## config.mk

```make
export PLATFORM = sky130hd
export DESIGN_NAME = cfgtx_host
export DESIGN_NICKNAME = d
export VERILOG_FILES = /design/src/rtl/cfgtx_pkg.sv /design/src/rtl/cfgtx_sync.sv /design/src/rtl/cfgtx_count.sv /design/src/rtl/cfgtx_out.sv /design/src/rtl/cfgtx_host.sv
export SDC_FILE = /design/constraint.sdc
export NUM_CORES = 1
export LEC_CHECK = 0
export BUFFER_PORTS_ARGS = -buffer_cell sky130_fd_sc_hd__buf_2
export CAP_MARGIN = 20
export CORE_MARGIN = 10
export CORE_UTILIZATION = 35
export DETAILED_ROUTE_END_ITERATION = 7
export SLEW_MARGIN = 20
export SYNTH_ARGS = -nofsm -noshare
export SYNTH_HDL_FRONTEND = slang
export SYNTH_SLANG_ARGS = --single-unit
```

## constraint.sdc

```tcl
create_clock -name clk -period 5.14 [get_ports clk]
set_clock_uncertainty 0.1 [all_clocks]
set_input_delay 0.514 -clock clk [delete_from_list [all_inputs] [get_ports clk]]
set_output_delay 0.514 -clock clk [all_outputs]
set_load 0.01 [all_outputs]
```

## src/rtl/cfgtx_pkg.sv

```systemverilog
package cfgtx_pkg;
  // depth of the ready resynchronizer
  localparam int unsigned SYNC_DEPTH = 2;
  // words the target tolerates after ready falls
  localparam int unsigned TARGET_BUDGET = 6;
  // words this design can expose: bus word + sync depth
  localparam int unsigned OVERSHOOT_MAX = SYNC_DEPTH + 1;
endpackage

```

## src/rtl/cfgtx_sync.sv

```systemverilog
module cfgtx_sync #(
  parameter int unsigned STAGES = 2
) (
  input  logic clk,
  input  logic rst,
  input  logic async_in,
  output logic sync_out
);
  logic [STAGES-1:0] chain;

  always_ff @(posedge clk) begin
    if (rst) chain[0] <= 1'b0;
    else     chain[0] <= async_in;
  end

  generate
    for (genvar g = 1; g < STAGES; g++) begin : g_stage
      always_ff @(posedge clk) begin
        if (rst) chain[g] <= 1'b0;
        else     chain[g] <= chain[g-1];
      end
    end
  endgenerate

  assign sync_out = chain[STAGES-1];
endmodule

```

## src/rtl/cfgtx_count.sv

```systemverilog
module cfgtx_count #(
  parameter int unsigned CNT_W = 16
) (
  input  logic             clk,
  input  logic             rst,
  input  logic             start,
  input  logic [CNT_W-1:0] total,
  input  logic             issue,
  output logic             busy,
  output logic             done
);
  logic [CNT_W-1:0] remaining;

  assign busy = (remaining != '0);

  always_ff @(posedge clk) begin
    if (rst) begin
      remaining <= '0;
      done      <= 1'b0;
    end else begin
      done <= issue && (remaining == CNT_W'(1));
      if (start && !busy) remaining <= total;
      else if (issue)     remaining <= remaining - CNT_W'(1);
    end
  end
endmodule

```

## src/rtl/cfgtx_out.sv

```systemverilog
module cfgtx_out #(
  parameter int unsigned DATA_W = 16
) (
  input  logic              clk,
  input  logic              rst,
  input  logic              issue,
  input  logic [DATA_W-1:0] word_in,
  output logic [DATA_W-1:0] link_data,
  output logic              link_vld
);
  always_ff @(posedge clk) begin
    if (rst) begin
      link_data <= '0;
      link_vld  <= 1'b0;
    end else begin
      link_vld <= issue;
      if (issue) link_data <= word_in;
    end
  end
endmodule

```

## src/rtl/cfgtx_host.sv

```systemverilog
module cfgtx_host
  import cfgtx_pkg::*;
#(
  parameter int unsigned DATA_W = 16,
  parameter int unsigned CNT_W  = 16
) (
  input  logic              clk,
  input  logic              rst,
  input  logic              start,
  input  logic [CNT_W-1:0]  total_words,
  input  logic [DATA_W-1:0] src_data,
  input  logic              src_empty,
  output logic              src_rd,
  output logic              link_clk,
  output logic [DATA_W-1:0] link_data,
  output logic              link_vld,
  input  logic              link_rdy,
  output logic              done
);
  logic rdy_sync;
  logic busy;
  logic issue;

  // forwarded clock, never gated
  assign link_clk = clk;

  cfgtx_sync #(.STAGES(SYNC_DEPTH)) u_sync (
    .clk      (clk),
    .rst      (rst),
    .async_in (link_rdy),
    .sync_out (rdy_sync)
  );

  assign issue  = rdy_sync && !src_empty && busy;
  assign src_rd = issue;

  cfgtx_count #(.CNT_W(CNT_W)) u_count (
    .clk   (clk),
    .rst   (rst),
    .start (start),
    .total (total_words),
    .issue (issue),
    .busy  (busy),
    .done  (done)
  );

  cfgtx_out #(.DATA_W(DATA_W)) u_out (
    .clk       (clk),
    .rst       (rst),
    .issue     (issue),
    .word_in   (src_data),
    .link_data (link_data),
    .link_vld  (link_vld)
  );
endmodule

```

==> results.yml <==
outcome:
  outcome: "complete, no violations"
detailed_routing:
  dr.pass1.iters: 4
  ant_nets: 0
  via_per_inst: 5.13
  wl_per_cell_um: 14.6
  vias: 1589
  drt_iter0_markers: 100
  routed_wl_mm: 4.51
  route.detailed.drc: 0
critical_path:
  crit_path_end_kind: "output pin"
  path_buf_inv: 3
  required_ns: 4.53
  reg2reg_slack_ns: 2.10
  worstPathCellList: "clkbuf_8, clkbuf_8, buf_2"
  worstSetupPathType: "clk -> out"
  slowest_delay_ns: 0.13
  critPathCapture: "link_clk"
  timing.rr.end: "u_count.remaining[15]"
  crit_path_frequent_cell: "clkbuf_8"
  reg2reg_from: "u_count.remaining[0]"
  startpoint: "clk"
  slowest_stage: "buf_2"
  cp.depth: 3
  start_kind: "clock port"
  crit_arrival_ns: 2.93
  crit_path_max_fanout: 2
  r2r_cells: 7
  cp_top_family: "buffers and inverters"
synth:
  syn_area_per_cell_um2: 8.23
  synth_cell_types: 41
  synth_seq_cells: 36
  ys_seq_area_frac: 0.433
  async_flop_share: 0
  ys.flop_type: "dfxtp_1"
  ys_warn_count: 0
  netlist_area_um2: 1660
  syn_inst: 202
  synth_edf_count: 0
  synth_fp_nets: 241
timing:
  tightest_slew_ns: 0.754
  slew_headroom: 0.496
  finalSetupViolCount: 0
  rsz0062_at_grt: "false"
  tns_ns: 0
  fin_hold_ws_ns: 0.231
  period_minus_slack_ns: 3.55
  fin_crit_sh: 0.690
  max_freq_mhz: 283
  hold_violations: 0
  drv_slew: 0
finish:
  final_nets: 294
  final_core_util: 0.450
  antenna_cells: 0
  fill_cells: 458
  syn_to_final_growth_pct: 26.0
  regArea_um2: 721
  multi_input_area_um2: 833
  drive_gt1_frac: 0.293
  design_area_um2: 2100
power_and_ir_drop:
  peakVddDrop_mv: 0.198
  cellPowerDensity_nw_per_um2: 528
  total_power_mw: 1.11
  total_leakage_power_nw: 0.890
floorplan:
  die_x_um: 88.9
  initial_core_util: 0.357
  row_count: 25
  core_area_um2: 4660
  ios: 57
  dieArea_um2: 7910
  die_y_um: 88.9
hold_path:
  hp-class: "in -> reg"
cts:
  cts.clk_slew.worst_paths_ns: 0.07
  clock_latency_ns: 0.39
  cts_setup_buffers: 0
  cts.repair.resized: 0
  cts-hold-fix-buffers: 0
  cts_tree: "done"
global_routing:
  grt_first_pass_wirelength_mm: 7.40
  grt_max_degree: 37
  antenna_found_initial: 0
  grt_pass1_vias: 1628
  track_usage: 0.119
  overflow: 0
place:
  gp_congestion: 0.825
  hpwl_mm: 3.19
  placed_area_um2: 1940
  portBuffers: 56
job:
  drv_cap: 0
## layout by cell type (no fill, tap or decap), types with 2 or more instances in the layout
cell type  instances
a211oi_1           7
a21oi_1           23
a221oi_1           2
a311oi_1           3
and3_1             4
buf_2             56
clkbuf_8           8
dfxtp_1           36
ha_1               2
inv_1              8
nand2_1           37
nand3_1            6
nand4_1            4
nor2_1            12
nor2b_1            3
nor3_1             8
nor4_1             6
nor4b_1            3
o21bai_1           2
o22ai_1            2
xnor2_1            2
## cells in the mapped netlist, drive strengths merged (2+ instances only)
master | n | area, µm²
o21bai | 2 | 15.0
a311oi | 3 | 26.3
nor4 | 6 | 37.5
a221oi | 2 | 17.5
nor4b | 4 | 41.3
ha | 2 | 25.0
xnor2 | 2 | 17.5
nor2 | 12 | 45.0
dfxtp | 36 | 721
o22ai | 2 | 12.5
clkbuf | 7 | 26.3
and3 | 4 | 25.0
nand4 | 4 | 25.0
nor3 | 8 | 40.0
inv | 9 | 33.8
buf | 7 | 48.8
mux2 | 2 | 26.3
nand3 | 6 | 30.0
a211oi | 8 | 65.1
a21oi | 23 | 115
nor2b | 3 | 18.8
nand2 | 37 | 139
## flip-flops by register name, summed over array words and instances (netlist names)
signal	count
u_out.link_data	16
u_out.link_vld	1
u_count.remaining	16
u_sync.sync_out	1
u_sync.chain	1
u_count.done	1
## worst register-to-register path: stages (launching register included)
cell	delay (ns)
dfxtp_1	0.35
inv_1	0.11
ha_1	0.22
nor3b_1	0.65
a21o_2	0.60
inv_2	0.33
mux2_4	0.39
a211oi_2	0.21
## worst min-delay path by stage
stage / slack, ns / from / cells after the start / to
2_1_floorplan: 0.31 / u_sync.chain[0] / 1 / u_sync.sync_out
3_3_place_gp: 0.32 / u_sync.chain[0] / 1 / u_sync.sync_out
3_5_place_dp: 0.34 / u_out.link_data[14] / 2 / u_out.link_data[14]
4_1_cts: 0.22 / link_rdy / 2 / u_sync.chain[0]
5_1_grt: 0.23 / link_rdy / 2 / u_sync.chain[0]
6_report: 0.23 / link_rdy / 2 / u_sync.chain[0]
## cells by family after synthesis
logic type,synth area share
AOI/OAI and AO/OA,0.186
xor gates and xnor gates,0.0105
adders and majority gates,0.0150
buffers and inverters,0.0655
DFF,0.433
muxes,0.0218
and+or+nand+nor,0.268
## through the flow
step / setup WS (ns) / instances
after floorplan: 1.84 / 202
after global placement: 1.84 / 299
after detailed placement: 1.84 / 299
after CTS: 1.59 / 310
after global routing: 1.39 / 310
final: 1.59 / 310
## per-layer routing
layer  vias up  part of all wire  track usage
li1        822                 -            -
met1       718              0.47        0.140
met2        43              0.45        0.179
met3         6             0.067       0.0574
met4         0            0.0089       0.0543
met5         -                 0            0
## final cells by class
type / count / area share
clock buffer: 9 / 0.0549
clock inverter: 3 / 0.0203
inverter: 9 / 0.0161
multi-input combinational: 143 / 0.398
sequential: 36 / 0.344
tap: 54 / 0.0322
timing repair buffer: 56 / 0.135
## power by group
group | switching, mW | total (mW) | internal [mW]
logic | 0.240 | 0.415 | 0.175
registers | 0.0456 | 0.371 | 0.326
clock network | 0.122 | 0.320 | 0.198
Note: power is estimated with default switching activity, not from simulation.
